<file path="config.mk">
export PLATFORM = sky130hd
export DESIGN_NAME = phy_mode_sequencer
export DESIGN_NICKNAME = d
export VERILOG_FILES = /design/src/rtl/phy_mode_sequencer.sv
export SDC_FILE = /design/constraint.sdc
export NUM_CORES = 1
export LEC_CHECK = 0
export BUFFER_PORTS_ARGS = -buffer_cell sky130_fd_sc_hd__buf_4
export CAP_MARGIN = 20
export CORE_MARGIN = 2
export CORE_UTILIZATION = 45
export CTS_CLUSTER_SIZE = 16
export DETAILED_ROUTE_END_ITERATION = 8
export PLACE_DENSITY = 0.76
export RECOVER_POWER = 100
export SLEW_MARGIN = 20
export SYNTH_ARGS = -nofsm -noshare
export SYNTH_HDL_FRONTEND = slang
export SYNTH_SLANG_ARGS = --single-unit
</file>
<file path="constraint.sdc">
create_clock -name clk -period 1.8 [get_ports clk]
set_input_delay 0.36 -clock clk [delete_from_list [all_inputs] [get_ports clk]]
set_output_delay 0.36 -clock clk [all_outputs]
set_load 0.01 [all_outputs]
</file>
<file path="src/rtl/phy_mode_sequencer.sv">
module phy_mode_sequencer #(
  parameter int          FREQ_W = 32,
  parameter int          BW_W   = 2,
  parameter int          LANES  = 8,
  parameter logic [31:0] LT_VAL = 32'h00AA8977
) (
  input  logic              clk,
  input  logic              rst_n,
  input  logic              apply,
  input  logic [3:0]        timing_mode,
  input  logic              sdio_card,
  input  logic              slow_strap,
  input  logic              clk_above_52m,
  input  logic [FREQ_W-1:0] clk_freq,
  input  logic [BW_W-1:0]   bus_width,
  input  logic              init_ready,
  output logic [LANES-1:0]  func_dq_ddr,
  output logic              func_cmd_ddr,
  output logic              func_dq_async,
  output logic              slow_mode,
  output logic              sdio_mode,
  output logic [2:0]        pad_rx_en,
  output logic              pad_qsn_oen,
  output logic              pad_cmos,
  output logic              pad_cmd_pu,
  output logic              pad_cmd_pd,
  output logic              pad_dq_pu,
  output logic              pad_dq_pd,
  output logic              pad_qsp_pu,
  output logic              pad_qsp_pd,
  output logic              strobe_en,
  output logic [31:0]       logic_timing,
  output logic              card_clk_en,
  output logic              init_start,
  output logic              busy,
  output logic              done
);
  localparam logic [3:0] M_LEGACY = 4'd0, M_SDHS = 4'd1, M_MMCHS = 4'd2,
                         M_SDR12 = 4'd3, M_SDR25 = 4'd4,
                         M_DDR50 = 4'd7, M_DDR52 = 4'd8, M_HS400 = 4'd10;

  typedef enum logic [2:0] {S_IDLE, S_PAD, S_GATE, S_FUNC, S_UNGATE, S_INIT, S_WAIT} st_t;
  st_t st;

  logic [3:0]        mode_q;
  logic              sdio_q, strap_q, hi_q;
  logic [FREQ_W-1:0] rec_freq;
  logic [BW_W-1:0]   rec_width;

  wire is_legacy = (mode_q == M_LEGACY);
  wire is_ddr    = (mode_q == M_DDR50) || (mode_q == M_DDR52);
  wire is_hs400  = (mode_q == M_HS400);
  wire low_sdr   = (mode_q == M_SDHS) || (mode_q == M_MMCHS) ||
                   (mode_q == M_SDR12) || (mode_q == M_SDR25);
  wire slow_next = !hi_q && (is_legacy ? strap_q : (low_sdr && (sdio_q || strap_q)));
  wire same_cfg  = (clk_freq == rec_freq) && (bus_width == rec_width) &&
                   (timing_mode == mode_q);

  assign busy = (st != S_IDLE);

  always_ff @(posedge clk or negedge rst_n) begin
    if (!rst_n) begin
      st <= S_IDLE;
      mode_q <= M_LEGACY; sdio_q <= 1'b0; strap_q <= 1'b0; hi_q <= 1'b0;
      rec_freq <= '0; rec_width <= '0;
      func_dq_ddr <= '0; func_cmd_ddr <= 1'b0; func_dq_async <= 1'b0;
      slow_mode <= 1'b0; sdio_mode <= 1'b0;
      pad_rx_en <= '0; pad_qsn_oen <= 1'b0; pad_cmos <= 1'b0;
      pad_cmd_pu <= 1'b0; pad_cmd_pd <= 1'b0; pad_dq_pu <= 1'b0; pad_dq_pd <= 1'b0;
      pad_qsp_pu <= 1'b0; pad_qsp_pd <= 1'b0;
      strobe_en <= 1'b0; logic_timing <= '0;
      card_clk_en <= 1'b1; init_start <= 1'b0; done <= 1'b0;
    end else begin
      done <= 1'b0;
      case (st)
        S_IDLE: if (apply) begin
          if (clk_freq == '0) begin
            rec_freq <= '0;
            done <= 1'b1;
          end else if (same_cfg) begin
            done <= 1'b1;
          end else begin
            mode_q <= timing_mode; sdio_q <= sdio_card;
            strap_q <= slow_strap; hi_q <= clk_above_52m;
            rec_freq <= clk_freq; rec_width <= bus_width;
            st <= S_PAD;
          end
        end
        S_PAD: begin
          pad_rx_en <= 3'b111; pad_qsn_oen <= 1'b1; pad_cmos <= 1'b1;
          pad_cmd_pu <= 1'b1; pad_cmd_pd <= 1'b0;
          pad_dq_pu <= 1'b1; pad_dq_pd <= 1'b0;
          slow_mode <= slow_next;
          if (!is_legacy) sdio_mode <= sdio_q;
          st <= (is_legacy || slow_next) ? S_INIT : S_GATE;
        end
        S_GATE: begin
          card_clk_en <= 1'b0;
          st <= S_FUNC;
        end
        S_FUNC: begin
          func_dq_ddr   <= (is_hs400 || is_ddr) ? '1 : '0;
          func_cmd_ddr  <= is_hs400 || is_ddr;
          func_dq_async <= !is_hs400;
          st <= S_UNGATE;
        end
        S_UNGATE: begin
          card_clk_en <= 1'b1;
          if (is_hs400) begin
            strobe_en <= 1'b1; logic_timing <= LT_VAL;
            pad_qsp_pd <= 1'b1; pad_qsp_pu <= 1'b0;
          end else begin
            strobe_en <= 1'b0;
          end
          st <= S_INIT;
        end
        S_INIT: begin
          init_start <= 1'b1;
          st <= S_WAIT;
        end
        S_WAIT: begin
          init_start <= 1'b0;
          if (!init_start && init_ready) begin
            done <= 1'b1;
            st <= S_IDLE;
          end
        end
        default: st <= S_IDLE;
      endcase
    end
  end

  wire [LANES+1:0] func_word = {func_dq_ddr, func_cmd_ddr, func_dq_async};

  p_func_gated_r5: assert property (@(posedge clk) disable iff (!rst_n)
    !$stable(func_word) |-> !card_clk_en);
  p_clk_off_busy_r5: assert property (@(posedge clk) disable iff (!rst_n)
    !card_clk_en |-> busy);
  p_lanes_uniform_r1: assert property (@(posedge clk) disable iff (!rst_n)
    ((func_dq_ddr == '0) || (func_dq_ddr == '1)) && (func_cmd_ddr == func_dq_ddr[0]));
  p_hs400_strobe_r6: assert property (@(posedge clk) disable iff (!rst_n)
    (!busy && func_cmd_ddr && !func_dq_async) |-> (strobe_en && logic_timing == LT_VAL));
  p_start_pulse_r10: assert property (@(posedge clk) disable iff (!rst_n)
    init_start |=> !init_start);
  p_idle_quiet_r9: assert property (@(posedge clk) disable iff (!rst_n)
    !busy |-> !init_start);
endmodule

</file>
=== Word level (Yosys, flattened, before mapping) ===
Cells that the tools add are included.

* Flip-flop bits (word level): 64
* Input port bits: 45
* Output and inout port bits: 60
* Word-level logic and storage cells: 88

* Equal/unequal tests: 21
* Muxes and demuxes: 18
* Bitwise logic cells: 3
* Reduce and logical (&&, ||, !) cells: 26

{| class="wikitable"
|+ Operators with widths
! kind !! count
|-
| $mux 32 || 2
|-
| $eq 32x32->1 || 1
|-
| $logic_not 32->1 || 1
|-
| $pmux 3 s7 || 1
|-
| $mux 3 || 5
|-
| $eq 3x3->1 const B || 3
|-
| $eq 4x2->1 const B || 2
|-
| $eq 4x3->1 const B || 2
|-
| $eq 4x4->1 const B || 2
|-
| $mux 8 || 1
|-
| $ne 2x2->1 const B || 4
|-
| $reduce_and 4->1 || 2
|-
| $logic_or 1x1->1 || 7
|-
| $eq 3x2->1 const B || 2
|-
| $mux 1 || 6
|-
| $pmux 1 s2 || 3
|-
| $logic_and 1x1->1 || 5
|-
| $eq 4x1->1 const B || 1
|-
| $eq 4x4->1 || 1
|-
| $logic_not 4->1 || 1
|-
| $reduce_and 2->1 || 2
|-
| $reduce_bool 2->1 || 2
|-
| $eq 3x1->1 const B || 1
|-
| $logic_not 1->1 || 3
|-
| 6 further kinds || 8
|}

=== Depth between registers and ports, before layout ===
* Word-level depth: 10
* Gate-level depth with buffers: 8
* Mapped depth without buffers: 6

=== Worst setup path after synthesis ===
No wires, ideal clock.

* Path kind: flip-flop to flip-flop
* From: register mode_q[3]
* To: register hi_q
* Setup time: 0.125 ns
* Arrival time: 1.788 ns
* Required time: 1.675 ns
* Path slack: -0.114 ns
* Cell stages (with the launch flop): 9
* Buffers on the path: 2
* Period minus slack after synthesis: 1.914 ns
* Cells stage by stage: dfrtp_1 -> xnor2_1 -> nand4_1 -> nor4_1 -> nand3_1 -> and3_1 -> buf_6 -> buf_6 -> mux2_4

* Cells in the longest elaborated chain, start to end: 4

{| class="wikitable"
|+ RTL lines
! what !! RTL line !! RTL
|-
| start: declaration || 45 || <nowiki>logic [3:0] mode_q;</nowiki>
|-
| start signal: assignment || 83 || <nowiki>mode_q <= timing_mode; sdio_q <= sdio_card;</nowiki>
|-
| $eq 4x4->1 || 57 || <nowiki>(timing_mode == mode_q);</nowiki>
|-
| $logic_and 1x1->1 || 56 || <nowiki>wire same_cfg = (clk_freq == rec_freq) && (bus_width == rec_width) &&</nowiki>
|-
| $not 1->1 (no source line) || n/a ||
|-
| $reduce_and 4->1 (no source line) || n/a ||
|-
| end signal: assignment || 84 || <nowiki>strap_q <= slow_strap; hi_q <= clk_above_52m;</nowiki>
|-
| end: declaration || 46 || <nowiki>logic sdio_q, strap_q, hi_q;</nowiki>
|}

No other way between the ends.
A chain may end at the register's enable or synchronous reset.

=== Worst setup path after layout ===
* From: register rec_freq[13]
* To: register mode_q[2]

* Cells in the longest elaborated chain, start to end: 5

{| class="wikitable"
|+ RTL lines
! what !! RTL line !! RTL
|-
| start: declaration || 47 || <nowiki>logic [FREQ_W-1:0] rec_freq;</nowiki>
|-
| start signal: assignment || 85 || <nowiki>rec_freq <= clk_freq; rec_width <= bus_width;</nowiki>
|-
| $eq 32x32->1 || 56 ||
|-
| $logic_and 1x1->1 (2 in a row) || 56 ||
|-
| $not 1->1 (no source line) || n/a ||
|-
| $reduce_and 4->1 (no source line) || n/a ||
|}

No other way between the ends.

==> flow_summary.html <==
<table>
<tr><th>Metric</th><th>Value</th></tr>
<tr><th colspan="2">Outcome</th></tr>
<tr><td>Run status</td><td>finished, violations left</td></tr>
<tr><td>Failing checks</td><td>negative setup slack</td></tr>
<tr><th colspan="2">GRT</th></tr>
<tr><td>Most Used Layer, Global Route</td><td>met2</td></tr>
<tr><td>Global routing usage on met2</td><td>between 20% and 30%</td></tr>
<tr><td>Vias in the first global route</td><td>around 2100</td></tr>
<tr><td>Number of antenna violations at the first check in global routing</td><td>0</td></tr>
<tr><td>GRT Resource Usage Total</td><td>around 18%</td></tr>
<tr><td>Met1 usage</td><td>roughly a quarter</td></tr>
<tr><td>GRT met3 Usage</td><td>3.60%</td></tr>
<tr><td>Remaining global-route overflow</td><td>0</td></tr>
<tr><td>First-pass GRT wire length</td><td>about 10000 um</td></tr>
<tr><td>Largest net degree at the start of global routing</td><td>55</td></tr>
<tr><th colspan="2">Timing</th></tr>
<tr><td>Final-report hold violation count</td><td>0</td></tr>
<tr><td>Min Clock Period, post-route</td><td>slightly below 2 ns</td></tr>
<tr><td>Slew at the pin closest to its max-slew limit</td><td>roughly 1.3 ns</td></tr>
<tr><td>Ratio of final minimum period to clock period</td><td>110%</td></tr>
<tr><td>Max-slew headroom</td><td>13.9%</td></tr>
<tr><td>Total negative setup slack</td><td>-6.06 ns</td></tr>
<tr><td>Least setup slack across all paths after layout</td><td>-0.176 ns</td></tr>
<tr><td>Setup Viol. Count Final</td><td>a little over 40</td></tr>
<tr><td>Layout Skew</td><td>approximately 0.0085 ns</td></tr>
<tr><td>FMAX</td><td>about 510 MHz</td></tr>
<tr><td>Number of max-slew violations in the final report</td><td>0</td></tr>
<tr><td>Unrepaired setup endpoints after global routing</td><td>yes</td></tr>
<tr><th colspan="2">Critical path</th></tr>
<tr><td>Max FO, Critical Path</td><td>8</td></tr>
<tr><td>Data arrival time at the worst-slack endpoint</td><td>between 2 and 2.5 ns</td></tr>
<tr><td>Crit Path Class</td><td>reg -&gt; reg</td></tr>
<tr><td>Crit path capture type</td><td>flip-flop</td></tr>
<tr><td>Internal reg-to-reg setup slack</td><td>-0.18 ns</td></tr>
<tr><td>Data required time at the worst endpoint</td><td>2.00 ns</td></tr>
<tr><td>Type of origin of the critical path</td><td>flip-flop</td></tr>
<tr><th colspan="2">Pwr</th></tr>
<tr><td>Total power draw</td><td>roughly 5.6 mW</td></tr>
<tr><td>Combinational cell fraction of total power</td><td>roughly 46%</td></tr>
<tr><td>Internal</td><td>around 3.6 mW</td></tr>
<tr><td>Static leakage power</td><td>~1.7 nW</td></tr>
<tr><td>Clock share of power</td><td>between 10% and 20%</td></tr>
<tr><td>Power Dens Cells</td><td>roughly 1500 nW/um^2</td></tr>
<tr><td>Total net switching power</td><td>~2.0 mW</td></tr>
<tr><td>Portion of total power attributed to sequential cells</td><td>39.1%</td></tr>
<tr><td>Highest ir drop seen on vdd</td><td>0.812 mV</td></tr>
<tr><td>Switching part of the total power</td><td>35.7%</td></tr>
<tr><th colspan="2">Synthesis</th></tr>
<tr><td>Netlist area before placement</td><td>slightly below 3000 um^2</td></tr>
<tr><td>Synthesized area per cell</td><td>around 11 um^2</td></tr>
<tr><td>Cell with the most instances after synthesis</td><td>dfrtp_1</td></tr>
<tr><td>Share of the yosys chip area belonging to registers</td><td>between 40% and 50%</td></tr>
<tr><td>Synthesis-stage register bit count</td><td>between 50 and 60</td></tr>
<tr><td>Synth cell count leaders</td><td>dfrtp_1 (53), buf_4 (49), xnor2_1 (36)</td></tr>
<tr><td>Gate Count Post-Synth</td><td>273</td></tr>
<tr><td>Proportion of synthesized flip-flops having asynchronous set or reset</td><td>100%</td></tr>
<tr><td>Leading cell types by total area after synthesis</td><td>dfrtp_1 (45%), buf_4 (12%), xnor2_1 (11%), a22o_1 (9.7%), mux2_4 (4.0%)</td></tr>
<tr><td>EDFF count, synth</td><td>0</td></tr>
<tr><td>Area leader, netlist</td><td>dfrtp_1</td></tr>
<tr><td>Yosys warning count</td><td>0</td></tr>
<tr><td>Area fraction of the dominant cell type after synthesis</td><td>44.7%</td></tr>
<tr><td>Netlist cell types</td><td>30</td></tr>
<tr><td>Leading register cell type out of synthesis</td><td>dfrtp_1</td></tr>
<tr><th colspan="2">Placement</th></tr>
<tr><td>Global placer's final weighted congestion</td><td>0.799</td></tr>
<tr><td>Area after DPL</td><td>roughly 3600 um^2</td></tr>
<tr><td>Port-buffer cells</td><td>82</td></tr>
<tr><td>Setup WS pre-CTS</td><td>-0.339 ns</td></tr>
<tr><td>Cell total after placement</td><td>about 420</td></tr>
<tr><td>Detail Placement HPWL</td><td>between 4000 and 5000 um</td></tr>
<tr><th colspan="2">Clocking</th></tr>
<tr><td>CTS root buf</td><td>clkbuf_8</td></tr>
<tr><td>Maximum buffer depth of the clock tree</td><td>2</td></tr>
<tr><td>Number of buffers created by CTS</td><td>5</td></tr>
<tr><td>Clock latency at the later pin of the worst-skew pair</td><td>0.32 ns</td></tr>
<tr><td>Depth of the CTS H-tree</td><td>2</td></tr>
<tr><td>Clock sink total</td><td>54</td></tr>
<tr><td>Clock transition at path regs</td><td>roughly 0.10 ns</td></tr>
<tr><td>Number of hold-repair buffers added at the cts stage</td><td>0</td></tr>
<tr><td>CTS tree</td><td>yes</td></tr>
<tr><th colspan="2">Floorplanning</th></tr>
<tr><td>Floorplan core area</td><td>6350 um^2</td></tr>
<tr><td>Height of the die</td><td>around 85 um</td></tr>
<tr><td>Initial cell density of the core</td><td>46.7%</td></tr>
<tr><td>Overall die area</td><td>7260 um^2</td></tr>
<tr><td>Number of cell rows</td><td>29</td></tr>
<tr><td>Boundary pin count</td><td>around 110</td></tr>
<tr><td>Overall die width</td><td>between 80 and 90 um</td></tr>
<tr><th colspan="2">Route</th></tr>
<tr><td>Number of vias after detailed routing</td><td>2197</td></tr>
<tr><td>Number of violations reported at the end of detailed-routing iteration 0</td><td>a little over 90</td></tr>
<tr><td>Mean number of vias per cell</td><td>5.06</td></tr>
<tr><td>Routed length per instance</td><td>about 15 um</td></tr>
<tr><td>First-pass iteration count of the detailed router</td><td>4</td></tr>
<tr><td>DRC violations left</td><td>0</td></tr>
<tr><td>Detail Route Antenna Nets</td><td>0</td></tr>
<tr><td>Wire length after detailed routing</td><td>about 6400 um</td></tr>
<tr><th colspan="2">Cells and area</th></tr>
<tr><td>Number of antenna cells inserted</td><td>0</td></tr>
<tr><td>Layout-stage area growth over the synthesis result</td><td>22.4%</td></tr>
<tr><td>Number of standard cells in the layout, taps in and fillers out</td><td>434</td></tr>
<tr><td>Number of inserted filler cells in the final layout</td><td>575</td></tr>
<tr><td>Ratio of cells with drive above 1 in the final layout</td><td>27.5%</td></tr>
<tr><td>Net count reported at finish</td><td>roughly 400</td></tr>
<tr><td>Cell area after layout</td><td>3630 um^2</td></tr>
<tr><th colspan="2">Hold path</th></tr>
<tr><td>Worst hold path type</td><td>in -&gt; reg</td></tr>
<tr><th colspan="2">Flow run</th></tr>
<tr><td>Count of maximum capacitance violations</td><td>0</td></tr>
</table>
## sequential cells by signal, indices dropped and copies added, names as in the netlist, 2 cells and up
register / flops
mode_q: 4
rec_freq: 32
rec_width: 2
st: 3
## worst paths after layout
kind,to,startpoint,cells past startpoint
worst max-delay path,mode_q[2],rec_freq[13],7
worst min-delay path,sdio_q,sdio_card,2
worst max register to register,mode_q[2],rec_freq[13],7
worst min register to register,strobe_en,strobe_en,2
max in group asynchronous,logic_timing[0],rst_n,1
min in group asynchronous,rec_freq[22],rst_n,1
## power by group through the flow
stage | Sequential [mW] | Combinational (mW) | Clock, mW
2_1_floorplan | 2.21 | 1.82 | 0
3_3_place_gp | 2.19 | 2.67 | 0
3_5_place_dp | 2.20 | 2.73 | 0
4_1_cts | 2.20 | 2.78 | 0.829
5_1_grt | 2.27 | 2.85 | 0.881
6_report | 2.19 | 2.60 | 0.814
## repair_timing
action,CTS,global route
pin swaps,6,1
setup endpoints to repair,41,41
resized for setup,6,2
buffers inserted,1,0
gates cloned,0,2
## stage by stage
| step | util, % | hold slack [ns] |
|---|---|---|
| global placement | 56.3 | 0.445 |
| floorplan | - | 0.0644 |
| detailed placement | 56.3 | 0.445 |
| global route | 57.2 | 0.255 |
| CTS | 58.6 | 0.0955 |
| finish | 57.2 | 0.267 |
## critical path, stage by stage (launching register included)
cell and delay (ns):
dfrtp_1 0.41, xnor2_1 0.16, nand4_1 0.15, nor4_2 0.33, nand3_1 0.15, and3_4 0.22, buf_12 0.16, mux2_4 0.29
## cell type report
| class | instances | area (um^2) | area share, % |
|---|---|---|---|
| clock inverter | 3 | 40.0 | 1.10 |
| timing repair buffer | 113 | 759 | 20.9 |
| clock buffer | 5 | 68.8 | 1.90 |
| tap | 77 | 96.3 | 2.65 |
| inverter | 2 | 7.51 | 0.207 |
| sequential | 54 | 1350 | 37.3 |
| multi-input combinational | 180 | 1310 | 36.0 |
## per-layer routing
layer | wire length [um] | share of wire (%)
met1 | 2820 | 44
met2 | 2990 | 47
met3 | 498 | 7.8
met4 | 95 | 1.5
met5 | 0 | 0
## cell families (layout without fill, tap and decap cells)
logic type / count (synthesis) / after routing / share of synthesized area (%)
xor gates and xnor gates: 38 / 38 / 11.2
DFF: 54 / 54 / 45.6
buffers and inverters: 60 / 123 / 14.6
AOI/OAI and AO/OA: 52 / 52 / 13.3
and+or+nand+nor: 58 / 58 / 10.4
other: 1 / 22 / 0.126
muxes: 10 / 10 / 4.81
## cell usage in the layout, fill, tap and decap left out, types with 2 or more instances in the layout
| cell | count |
|---|---|
| a22o_1 | 33 |
| and3_1 | 2 |
| nand2b_1 | 3 |
| clkbuf_8 | 5 |
| xnor2_2 | 3 |
| o21ai_0 | 10 |
| clkbuf_1 | 40 |
| buf_12 | 2 |
| buf_4 | 67 |
| conb_1 | 22 |
| clkinv_2 | 2 |
| nand4_1 | 11 |
| inv_1 | 2 |
| xor2_1 | 2 |
| dfrtp_1 | 53 |
| nand2_1 | 13 |
| nor2b_1 | 3 |
| nand3_1 | 4 |
| xnor2_1 | 33 |
| mux2_4 | 8 |
| nor2_1 | 8 |
| a21oi_1 | 5 |
| mux2_2 | 2 |
| clkbuf_16 | 2 |
| nor4_1 | 9 |
(Power assumes the default switching activity.)
